File: config.mk
export PLATFORM = sky130hd
export DESIGN_NAME = burst_col_gen
export DESIGN_NICKNAME = d
export VERILOG_FILES = /design/src/rtl/burst_col_pkg.sv /design/src/rtl/bcg_cfg_decode.sv /design/src/rtl/bcg_addr.sv /design/src/rtl/bcg_seq.sv /design/src/rtl/burst_col_gen.sv
export SDC_FILE = /design/constraint.sdc
export NUM_CORES = 1
export LEC_CHECK = 0
export BUFFER_PORTS_ARGS = -buffer_cell sky130_fd_sc_hd__buf_2
export CAP_MARGIN = 10
export CORE_MARGIN = 8
export CORE_UTILIZATION = 56
export DETAILED_ROUTE_END_ITERATION = 8
export PLACE_DENSITY = 0.8
export SLEW_MARGIN = 20
export SYNTH_ARGS = -nofsm -noshare
export SYNTH_HDL_FRONTEND = slang
export SYNTH_SLANG_ARGS = --single-unit
File: constraint.sdc
create_clock -name clk -period 3.8 [get_ports clk]
set_input_delay 0.38 -clock clk [delete_from_list [all_inputs] [get_ports clk]]
set_output_delay 0.38 -clock clk [all_outputs]
set_load 0.005 [all_outputs]
File: src/rtl/burst_col_pkg.sv
// Shared types for the burst column address generator.
// Assumes burst lengths are powers of two up to 8, plus a full-page mode.
package burst_col_pkg;
    localparam int LG_W = 2;

    // Settings latched with a start strobe.
    typedef struct packed {
        logic            full;  // full-page burst
        logic            ilv;   // interleaved order requested
        logic            ap;    // auto precharge requested
        logic [LG_W-1:0] lg;    // log2 of the fixed burst length
    } burst_cfg_t;
endpackage

File: src/rtl/bcg_cfg_decode.sv
// Turns the raw command-time settings into a burst_cfg_t.
// Assumes length codes 0..3 = 1..8 beats, 7 = full page, others = 1 beat.
module bcg_cfg_decode
    import burst_col_pkg::*;
(
    input  logic [2:0]  burst_code,
    input  logic        burst_ilv,
    input  logic        auto_pre,
    output burst_cfg_t  cfg
);
    // Decode the length code; reserved codes fall back to a single beat.
    always_comb begin
        cfg.ilv  = burst_ilv;
        cfg.ap   = auto_pre;
        cfg.full = (burst_code == 3'd7);
        cfg.lg   = (burst_code[2] == 1'b0) ? burst_code[1:0] : 2'd0;
    end
endmodule

File: src/rtl/bcg_addr.sv
// Maps the latched start column and beat index onto the presented column.
// Assumes idx never exceeds the length mask of a fixed-length burst.
module bcg_addr
    import burst_col_pkg::*;
#(
    parameter int COL_W = 8
) (
    input  logic             active,
    input  logic [COL_W-1:0] base,
    input  logic [COL_W-1:0] idx,
    input  burst_cfg_t       cfg,
    output logic [COL_W-1:0] col,
    output logic             last
);
    logic [COL_W-1:0] mask;
    logic [COL_W-1:0] lin_col;
    logic [COL_W-1:0] ilv_col;

    // One mask bit per column bit: set when that bit wraps inside the burst.
    for (genvar i = 0; i < COL_W; i++) begin : g_mask
        assign mask[i] = cfg.full | (i < int'(cfg.lg));
    end

    // Linear order adds inside the masked field, interleaved order XORs.
    always_comb begin
        lin_col = (base & ~mask) | ((base + idx) & mask);
        ilv_col = base ^ idx;
    end

    // Select the order and blank the column while no burst runs.
    always_comb begin
        if (!active)
            col = '0;
        else if (cfg.ilv && !cfg.full)
            col = ilv_col;
        else
            col = lin_col;
        last = active && !cfg.full && (idx == mask);
    end
endmodule

File: src/rtl/bcg_seq.sv
// Burst sequencer: holds the running state and advances one beat per
// enabled edge. Assumes cke is already registered by the caller.
module bcg_seq
    import burst_col_pkg::*;
#(
    parameter int COL_W = 8
) (
    input  logic             clk,
    input  logic             rst_n,
    input  logic             cke,
    input  logic             start,
    input  logic [COL_W-1:0] start_col,
    input  burst_cfg_t       cfg_in,
    input  logic             stop,
    input  logic             last,
    output logic             active,
    output logic [COL_W-1:0] base,
    output logic [COL_W-1:0] idx,
    output burst_cfg_t       cfg_q,
    output logic             ap_req
);
    // Burst state update: start beats stop, stop beats normal advance.
    always_ff @(posedge clk) begin
        if (!rst_n) begin
            active <= 1'b0;
            base   <= '0;
            idx    <= '0;
            cfg_q  <= '0;
            ap_req <= 1'b0;
        end else if (cke) begin
            ap_req <= active & last & cfg_q.ap & ~start & ~stop;
            if (start) begin
                active <= 1'b1;
                base   <= start_col;
                idx    <= '0;
                cfg_q  <= cfg_in;
            end else if (stop) begin
                active <= 1'b0;
                idx    <= '0;
            end else if (active) begin
                if (last) begin
                    active <= 1'b0;
                    idx    <= '0;
                end else begin
                    idx    <= idx + 1'b1;
                end
            end
        end else begin
            ap_req <= 1'b0;
        end
    end
endmodule

File: src/rtl/burst_col_gen.sv
// Top of the burst column address generator: decode, sequencer and
// address mapping. Assumes one row of 2**COL_W columns per burst.
module burst_col_gen
    import burst_col_pkg::*;
#(
    parameter int COL_W = 8
) (
    input  logic             clk,
    input  logic             rst_n,
    input  logic             cke,
    input  logic             start,
    input  logic [COL_W-1:0] start_col,
    input  logic [2:0]       burst_code,
    input  logic             burst_ilv,
    input  logic             auto_pre,
    input  logic             stop,
    output logic [COL_W-1:0] col,
    output logic             col_valid,
    output logic             last_beat,
    output logic             ap_req
);
    burst_cfg_t       cfg_in;
    burst_cfg_t       cfg_q;
    logic             active;
    logic             last;
    logic [COL_W-1:0] base;
    logic [COL_W-1:0] idx;

    bcg_cfg_decode u_dec (
        .burst_code (burst_code),
        .burst_ilv  (burst_ilv),
        .auto_pre   (auto_pre),
        .cfg        (cfg_in)
    );

    bcg_seq #(.COL_W(COL_W)) u_seq (
        .clk       (clk),
        .rst_n     (rst_n),
        .cke       (cke),
        .start     (start),
        .start_col (start_col),
        .cfg_in    (cfg_in),
        .stop      (stop),
        .last      (last),
        .active    (active),
        .base      (base),
        .idx       (idx),
        .cfg_q     (cfg_q),
        .ap_req    (ap_req)
    );

    bcg_addr #(.COL_W(COL_W)) u_addr (
        .active (active),
        .base   (base),
        .idx    (idx),
        .cfg    (cfg_q),
        .col    (col),
        .last   (last)
    );

    assign col_valid = active;
    assign last_beat = last;
endmodule

==> results of run 1 <==
==> kinds of logic (layout without fill, tap and decap cells) <==
| group | after synthesis | in the layout | synth area share |
|---|---|---|---|
| buffers and inverters | 17 | 38 | 0.0427 |
| xor gates and xnor gates | 8 | 8 | 0.0435 |
| and+or+nand+nor | 88 | 88 | 0.266 |
| adders and majority gates | 9 | 9 | 0.0745 |
| muxes | 3 | 3 | 0.0186 |
| AOI/OAI and AO/OA | 65 | 65 | 0.269 |
| DFF | 23 | 23 | 0.286 |
==> layout make-up <==
class | instances | area [µm²] | share of cell area
Timing Repair Buffer | 28 | 140 | 0.0791
Sequential cell | 23 | 460 | 0.260
Clock buffer | 3 | 22.5 | 0.0127
Clock inverter | 1 | 5.00 | 0.00282
Multi-Input combinational cell | 173 | 1080 | 0.611
Inverter | 6 | 22.5 | 0.0127
Tap cell | 31 | 38.8 | 0.0219
==> worst register-to-register path, delay by kind of cell (launching register included) <==
family / cells / cell delay (ps)
AO/OA/AOI/OAI: 3 / 1160
AND/OR/NAND/NOR: 1 / 150
flip-flops: 1 / 460
==> metrics by stage <==
stage	util	hold slack, ps	setup WS (ps)	std cells
6_report	0.642	287	1020	265
2_1_floorplan	-	437	1650	213
3_5_place_dp	0.632	453	1370	261
3_3_place_gp	0.632	445	1410	261
5_1_grt	0.642	269	838	265
4_1_cts	0.642	281	1010	265
==> worst paths after layout <==
kind | startpoint | to | slack [ps] | depth (start not counted)
setup reg to reg | u_seq.active | u_seq.idx[2] | 1930 | 4
setup / recovery | u_seq.idx[0] | col[2] | 1020 | 7
hold reg to reg | u_seq.cfg_q[2] | u_seq.ap_req | 470 | 2
hold / removal | start_col[1] | u_seq.base[1] | 290 | 3
==> cell usage after synthesis, types with 3 or more instances <==
library cell,instances
mux2i_1,3
nor2b_1,5
buf_2,4
nand2_1,41
nor2_1,9
xor2_1,4
clkbuf_1,6
o21ai_0,5
a211oi_1,9
inv_1,6
nor3_1,8
xnor2_1,4
ha_1,8
a21oi_1,23
o21ai_1,5
nand3_1,6
dfxtp_1,23
nand2b_1,3
a21boi_1,4
nor3b_1,3
==> power by group <==
part	leakage, nW	internal [W]	switching, W
Combinational	0.515	0.0000285	0.0000379
Sequential	0.187	0.000248	0.0000117
Clock	0.0177	0.0000394	0.0000764
==> sequential cells by signal, summed over array words and instances, names as in the netlist <==
name,count
u_seq.idx,8
u_seq.active,1
u_seq.base,8
u_seq.cfg_q,5
u_seq.ap_req,1
==> per-layer routing <==
| layer | routed length [µm] | up-vias |
|---|---|---|
| li1 | - | 806 |
| met1 | 1800 | 706 |
| met2 | 1700 | 29 |
| met3 | 131 | 2 |
| met4 | 19 | 0 |
| met5 | 0 | - |
==> results.md, run 1 <==
* Worst Setup Start Kind: flip-flop
* WP buf/inv at 1
* CTS tree: done
* CP required at between 3000 and 4000 ps
* Lkg Pwr at between 0.7 and 0.8 nW
* WL final at 3640 µm
* CP top delay family: adder cells
* Clock Sinks at 23
* Via count at 1543
* Ys async rst share at 0
* Post-CTS Setup Bufs at 0
* Layout cells sized above 1 at 0.167
* Worst skew pair latency at approximately 310 ps
* Port Buffer Count at 28
* P per Cell Area at approximately 250 nW/µm²
* Fmax at roughly 360 MHz
* Maximum vdd drop at about 0.21 mV
* Finish-stage setup viols at 0
* YS warnings at 0
* Final Hold Vio Count at 0
* Vias per inst at 5.82
* Netlist Area Pre-Place at 1610 µm²
* Routed length per instance at 13.8 µm
* Post-CTS Resized at 0
* Routed Antenna Nets at 0
* Worst rel slew slack at 0.343
* Die area at around 4900 µm²
* Fin Clk Skew at 3.04 ps
* Final instance area at ~1800 µm²
* Top-area cell type share of the netlist area at 0.286
* Hold WC Path Type: input port to flip-flop
* Busiest grt layer: met2
* Crit-path slowest cell: fa_1
* Met1 Track Usage GR at 0.194
* Tot Pwr at ~0.00044 W
* Final antenna diode count at 0
* Vias in the first global route at around 1400
* H-tree depth at 1
* Largest net degree at the start of global routing at 22
* Root Driver: clkbuf_4
* GP Congestion at 0.808
* Crit-path cells: ha_1 -> fa_1 -> nand3_1 -> o21ai_0 -> and3_1 -> a2111oi_0 -> buf_2
* Max Cap Viol at 0
* Crit path DAT at approximately 2400 ps
* Library cells used by synthesis at 46
* Avg Cell Area, Syn at around 7.6 µm²
* Num CTS Buffers at 3
* Post-synth EDFFs at 0
* Tcrit/Tclk final at 0.732
* Yosys top cell by area: dfxtp_1
* DR iter-0 viols at 84
* First-pass GRT wire length at approximately 6400 µm
* Clk pin slew, worst setup/hold paths at 130 ps
* Core Area at 2760 µm²
* Worst stage delay on the critical path at around 440 ps
* Overflow after GRT at 0
* Final setup TNS at 0 ps
* Commonest non-fill, non-tap cell in the layout: nand2_1
* Most frequent cells in the layout: nand2_1, buf_2, a21oi_1, dfxtp_1
* Fill count at 270
* Met3 Use GR at 0.0272
* Flops & latches, synth at 23
* Placement Cell Area at about 1700 µm²
* Final Max Slew Viols at 0
* Final net count at about 260
* Endpoint class of the critical path: output pin
* Crit path kind: flip-flop to output pin
* Initial Utilization at 0.584
* DRT Pass-1 Iters at 4
* Clock buffer depth at 2
* FP Rows at 19
* Least-Margin Pin Slew at between 900 and 1000 ps
* Post-synthesis net count at 240
* Area Overhead vs Synth at 9.94%
* Minimum clock period at roughly 2800 ps
* I/O pin count at 29
* Initial antenna violation count at 0
* GRT met2 Usage at 0.245
* Prevailing post-synth register cell: dfxtp_1
* Hpwl dp at 2840 µm
* Top area cells in the synthesized netlist: dfxtp_1, nand2_1, a21oi_1
* Unrepaired setup endpoints after global routing: false
* Hold Buf Count CTS at 0
* DRC at 0
* Mapped Cells at 213
* Total Routing Usage GR at 0.149
* Die Span X at 69.6 µm
* Outcome: finished, final reports clean
* Sequential-to-total area share from yosys stat at 0.286
* Die height at 69.6 µm
* CP max FO at 9
No activity file was read; power rests on OpenSTA's default activity.
==> run 2: changes to the inputs <==
--- a/config.mk
+++ b/config.mk
@@ -8,9 +8,9 @@
 export BUFFER_PORTS_ARGS = -buffer_cell sky130_fd_sc_hd__buf_2
 export CAP_MARGIN = 10
 export CORE_MARGIN = 8
-export CORE_UTILIZATION = 56
+export CORE_UTILIZATION = 55
 export DETAILED_ROUTE_END_ITERATION = 8
-export PLACE_DENSITY = 0.8
+export PLACE_DENSITY = 0.79
 export SLEW_MARGIN = 20
 export SYNTH_ARGS = -nofsm -noshare
 export SYNTH_HDL_FRONTEND = slang
==> constraint.sdc (replaced) <==
create_clock -name clk -period 2.8 [get_ports clk]
set_input_delay 0.28 -clock clk [delete_from_list [all_inputs] [get_ports clk]]
set_output_delay 0.28 -clock clk [all_outputs]
set_load 0.005 [all_outputs]
==> run 2 against run 1 <==
Via count is 1.2% higher. Die area is 1.4% higher. Core utilization is 0.22 points higher. Sequential share of layout area is 0.31 points lower. First-iteration DRC count is 42% higher. Clock skew is 11 ps higher. Worst hold slack worse by 110 ps. Sequential cell count stayed put. Routed wire length is 0.52% lower. Setup slack worse by 850 ps. Critical path depth is 1 higher. Non-clock buffer count is 3 higher.
==> results.md, run 2 (synthesis results as in run 1) <==
* Final Max Slew Viols at 0 (unchanged)
* CP required at 2520 ps (-900 ps)
* Hold Buf Count CTS at 0 (unchanged)
* Worst rel slew slack at 0.585 (+0.242)
* Routed length per instance at 13.5 µm (-1.6%)
* CP max FO at 9 (unchanged)
* First-pass GRT wire length at 6220 µm (-2.6%)
* Reg2reg end: u_seq.idx[5]
* Overflow after GRT at 0 (unchanged)
* RR Startpoint: u_seq.cfg_q[4]
* Die height at 70.1 µm (+0.70%)
* I/O pin count at 29 (unchanged)
* Most frequent cells in the layout: nand2_1, buf_2, a21oi_1, dfxtp_1
* Worst Setup Start Kind: flip-flop
* Placed Cells at 264 (+1.1%)
* Outcome: finished, final reports clean
* Hpwl dp at 2850 µm (+0.30%)
* Top layer in use: met4
* Metal-1 WL at 1870 µm (+4.1%)
* Clk pin slew, worst setup/hold paths at 130 ps (about the same)
* Commonest non-fill, non-tap cell in the layout: nand2_1
* Area Overhead vs Synth at 11.3%
* Post-CTS Resized at 0 (unchanged)
* DRC at 0 (unchanged)
* Die Span X at 70.1 µm (+0.70%)
* Port Buffer Count at 28 (unchanged)
* Met2 WL at 1600 µm (-5.7%)
* Layout cells sized above 1 at 0.173 (+0.00633)
* Critical Path Source: u_seq.idx[0]
* Maximum vdd drop at 0.356 mV (+71%)
* Fin Clk Skew at 14.2 ps (+11.2 ps)
* Finish-stage setup viols at 0 (unchanged)
* Fill count at 260 (-3.7%)
* Unrepaired setup endpoints after global routing: false
* Hold WC Path Type: input port to flip-flop
* Total Routing Usage GR at 0.146 (-0.00328)
* P per Cell Area at 335 nW/µm² (+34%)
* Worst setup path endpoint: col[6]
* Die area at 4920 µm² (+1.4%)
* DRT Pass-1 Iters at 4 (unchanged)
* Lkg Pwr at 0.732 nW (+1.8%)
* Least-Margin Pin Slew at 623 ps (-357 ps)
* Post-route non-filler standard cell count at 268 (+1.1%)
* Reg-to-reg setup timing slack at 1000 ps (-930 ps)
* Vias per inst at 5.82 (about the same)
* FP Rows at 19 (unchanged)
* Final Hold Vio Count at 0 (unchanged)
* Worst skew pair latency at 320 ps (about the same)
* Vias in the first global route at 1405 (-1.7%)
* DR iter-0 viols at 119 (+42%)
* Fmax at 380 MHz
* Biggest regs: u_seq.base: 8 flops, u_seq.idx: 8 flops, u_seq.cfg_q: 5 flops
* Post-route core utilization at 0.645 (+0.00216)
* Post-CTS Setup Bufs at 0 (unchanged)
* Core Area at 2780 µm² (+0.86%)
* CTS tree: done
* Routed Antenna Nets at 0 (unchanged)
* H-tree depth at 1 (unchanged)
* Final antenna diode count at 0 (unchanged)
* Clock buffer depth at 2 (unchanged)
* Via count at 1561 (+1.2%)
* Worst-case reg-to-reg path depth at 6 (+2)
* Largest net degree at the start of global routing at 17 (-23%)
* Max Cap Viol at 0 (unchanged)
* Initial antenna violation count at 0 (unchanged)
* Min-Delay Startpoint: auto_pre
* Crit path DAT at 2350 ps (-50 ps)
* Endpoint class of the critical path: output pin
* Num CTS Buffers at 3 (unchanged)
* Clock Sinks at 23 (unchanged)
* WL final at 3630 µm (-0.52%)
* Minimum clock period at 2630 ps
* GP Congestion at 0.867 (+7.3%)
* Final net count at 265 (+1.1%)
* Tcrit/Tclk final at 0.940
* WHS at 181 ps (-106 ps)
* Crit path kind: flip-flop to output pin
* Routed wl met3 at 128 µm (-2.3%)
* Final setup TNS at 0 ps (unchanged)
* Root Driver: clkbuf_4
* Initial Utilization at 0.579 (-0.00499)
-- run 2: layout make-up --
type,instances,area [µm²],share of cell area
multi-input combinational,173,1080,0.604
sequential,23,460,0.257
timing repair buffer,31,163,0.0907
tap,31,38.8,0.0216
clock buffer,4,26.3,0.0147
inverter,6,22.5,0.0126
-- run 2: worst min-delay path by stage --
stage	slack [ps]	cells past startpoint	endpoint
after floorplan	380	1	u_seq.active
final	180	3	u_seq.cfg_q[2]
after CTS	190	3	u_seq.cfg_q[2]
after global placement	450	2	u_seq.cfg_q[2]
after detailed placement	450	2	u_seq.cfg_q[2]
after global routing	190	2	u_seq.active
-- run 2: worst max-delay path, cell delays in order (launching register included) --
cell	delay [ps]
dfxtp_1	400
ha_1	270
fa_1	440
a21o_1	200
a21oi_1	220
o21ai_1	120
mux2i_1	150
o311ai_1	110
buf_2	140
-- run 2: per-stage QoR --
stage	instance area (µm²)	total power, W	worst slack, ps
2_1_floorplan	1610	0.000419	750
3_3_place_gp	1770	0.000452	563
3_5_place_dp	1770	0.000454	520
4_1_cts	1790	0.000603	164
5_1_grt	1790	0.000631	32.5
6_report	1790	0.000600	167
-- run 2: routing by layer --
layer  vias up  GRT usage
met5         -          0
met4         0     0.0335
met3         4     0.0254
met2        35      0.228
met1       705      0.202
li1        817          -
-- run 2: power breakdown --
group	internal [W]	total [W]	switching (W)
Combinational	0.0000414	0.0000971	0.0000558
Sequential	0.000337	0.000349	0.0000126
Clock	0.0000557	0.000154	0.0000984
==> run 3: changes to the inputs <==
--- a/config.mk
+++ b/config.mk
@@ -7,10 +7,12 @@
 export LEC_CHECK = 0
 export BUFFER_PORTS_ARGS = -buffer_cell sky130_fd_sc_hd__buf_2
 export CAP_MARGIN = 10
+export CORE_ASPECT_RATIO = 0.6
 export CORE_MARGIN = 8
-export CORE_UTILIZATION = 55
+export CORE_UTILIZATION = 50
+export CTS_CLUSTER_SIZE = 20
 export DETAILED_ROUTE_END_ITERATION = 8
-export PLACE_DENSITY = 0.79
+export PLACE_DENSITY = 0.73
 export SLEW_MARGIN = 20
 export SYNTH_ARGS = -nofsm -noshare
 export SYNTH_HDL_FRONTEND = slang
==> run 3 against run 2 <==
Setup slack gained 31 ps. Power grew 10%. Non-clock buffer count did not move. Core utilization is 6.5 points lower. Register-to-register slack worse by 40 ps. Cell count grew 5.2%. Sequential share of layout area shrank 0.58 points. Routed wire length increased by 7.7%. Via count fell by 0.58%. Sequential cell count is the same. Worst hold slack better by 54 ps. Critical path type unchanged. Highest routed layer unchanged.
==> results.md, run 3 (synthesis results as in run 1) <==
* Endpoint class of the critical path: output pin
* Least-Margin Pin Slew at 649 ps (+26.5 ps)
* Outcome: finished, final reports clean
* WP buf/inv at 1 (unchanged)
* Tcrit/Tclk final at 0.929 (-0.0111)
* Worst-case reg-to-reg path depth at 6 (unchanged)
* Num CTS Buffers at 3 (unchanged)
* Die area at 5360 µm² (+8.9%)
* Fill count at 324 (+25%)
* Crit-path cells: ha_1 -> fa_1 -> a21o_1 -> a21oi_1 -> o21ai_1 -> mux2i_1 -> o311ai_1 -> buf_2
* NetSw at 0.000184 W (+10%)
* Overflow after GRT at 0 (unchanged)
* Fin Clk Skew at 4.69 ps (-9.53 ps)
* Worst Setup Start Kind: flip-flop
* Finish-stage setup viols at 0 (unchanged)
* Fmax at 384 MHz (+1.2%)
* Final Max Slew Viols at 0 (unchanged)
* Clock buffer depth at 2 (unchanged)
* CTS tree: done
* Worst rel slew slack at 0.567 (-0.0177)
* DRC at 0 (unchanged)
* Post-CTS Setup Bufs at 0 (unchanged)
* Routed length per instance at 13.8 µm (+2.3%)
* Area of the multi-input gates at 1080 µm² (+0.12%)
* Routed Antenna Nets at 0 (unchanged)
* Vias in the first global route at 1333 (-5.1%)
* Hpwl dp at 3040 µm (+6.6%)
* Biggest regs: u_seq.base: 8 flops, u_seq.idx: 8 flops, u_seq.cfg_q: 5 flops
* Clk network pwr share at 0.323 (+0.066)
* Tot Pwr at 0.000662 W (+10%)
* Final net count at 265 (unchanged)
* Largest net degree at the start of global routing at 17 (unchanged)
* Placement Cell Area at 1780 µm² (+0.99%)
* First-pass GRT wire length at 6620 µm (+6.4%)
* Final antenna diode count at 0 (unchanged)
* Hold WC Path Type: input port to flip-flop
* WHS at 235 ps (+54.4 ps)
* P per Cell Area at 361 nW/µm² (+7.7%)
* Clock Sinks at 23 (unchanged)
* Area Overhead vs Synth at 13.8%
* Post-route core utilization at 0.580 (-0.0647)
* GP Congestion at 0.918 (+6.0%)
* Most frequent cells in the layout: nand2_1, buf_2, a21oi_1, dfxtp_1
* CP required at 2520 ps (about the same)
* Lkg Pwr at 0.739 nW (+0.92%)
* DRT Pass-1 Iters at 4 (unchanged)
* Unrepaired setup endpoints after global routing: false
* Clk pin slew, worst setup/hold paths at 90 ps (-40 ps)
* Worst skew pair latency at 270 ps (-50 ps)
* Final instance area at 1830 µm² (+2.3%)
* Vias per inst at 5.50 (-5.5%)
* Minimum clock period at 2600 ps (-31.1 ps)
* Maximum vdd drop at 0.200 mV (-44%)
* Cell Int Power at 0.000478 W (+10%)
* FP Rows at 16 (-3)
* Critical Path Stages at 8 (unchanged)
* Port Buffer Count at 28 (unchanged)
* Core Area at 3160 µm² (+14%)
* Total Routing Usage GR at 0.159 (+0.0130)
* CP max FO at 9 (unchanged)
* Final Hold Vio Count at 0 (unchanged)
* Hold path cells at 3 (unchanged)
* Hold Buf Count CTS at 0 (unchanged)
* Worst stage delay on the critical path at 440 ps (about the same)
* H-tree depth at 1 (unchanged)
* Die Span X at 89.3 µm (+27%)
* Seq pwr share at 0.529 (-0.053)
* Sw frac at 0.277 (-0.000320)
* Register area at 460 µm² (unchanged)
* Initial Utilization at 0.509 (-0.0699)
* DR iter-0 viols at 152 (+28%)
* Crit path DAT at 2320 ps (-30 ps)
* Combinational share of power at 0.149 (-0.013)
* CP top delay family: adder cells
* Layout cells sized above 1 at 0.177 (+0.00422)
* Root Driver: clkbuf_8
* Final setup TNS at 0 ps (unchanged)
* I/O pin count at 29 (unchanged)
* Initial antenna violation count at 0 (unchanged)
* WL final at 3900 µm (+7.7%)
* Crit-path slowest cell: fa_1
* Max Cap Viol at 0 (unchanged)
* Die height at 60.0 µm (-14%)
* Commonest non-fill, non-tap cell in the layout: nand2_1
* Via count at 1552 (-0.58%)
* Crit path kind: flip-flop to output pin
-- run 3: cell types whose count changed in the layout (fill, tap and decap cells not counted), sizes merged --
| cell | before | now |
|---|---|---|
| clkinvlp | 0 | 1 |
| clkbuf | 4 | 3 |
-- run 3: final cells by class --
type	count	area share
Clock buffer	3	0.0225
Clock inverter	1	0.00409
Inverter	6	0.0123
Multi-Input combinational cell	173	0.591
Sequential cell	23	0.251
Tap cell	45	0.0307
Timing Repair Buffer	31	0.0887
-- run 3: layer usage --
| metal | routed length (µm) | global-route usage | vias up |
|---|---|---|---|
| li1 | - | - | 815 |
| met1 | 1980 | 0.247 | 670 |
| met2 | 1520 | 0.195 | 65 |
| met3 | 389 | 0.0521 | 2 |
| met4 | 12 | 0.0352 | 0 |
| met5 | 0 | 0 | - |
-- run 3: final timing paths --
check                 start             end  slack, ps
max reg2reg  u_seq.cfg_q[4]    u_seq.idx[7]        960
max            u_seq.idx[0]          col[6]        200
min reg2reg  u_seq.cfg_q[2]  u_seq.cfg_q[2]        470
min            start_col[5]   u_seq.base[5]        240
-- run 3: through the flow --
step                std cells  setup WS [ps]
floorplan                 213            750
global placement          278            553
detailed placement        278            512
CTS                       282            196
global route              282           39.0
finish                    282            198
-- run 3: power by group through the flow --
stage,registers (W),logic [W],clock network (W)
2_1_floorplan,0.000351,0.0000682,0
3_3_place_gp,0.000357,0.0000973,0
3_5_place_dp,0.000357,0.0000974,0
4_1_cts,0.000350,0.0000979,0.000219
5_1_grt,0.000352,0.000111,0.000237
6_report,0.000350,0.0000985,0.000213
-- run 3: repair_timing --
item / 4_1_cts / 5_1_grt
endpoints found under the hold margin: 0 / 0
setup endpoints to repair: 0 / 1
gates resized for setup: 0 / 1
-- run 3: tightest hold or removal path: cells and delay by family --
family,cells,cell delay (ps)
AND/OR/NAND/NOR,1,40
buffers and inverters,1,90
AO/OA/AOI/OAI,1,50
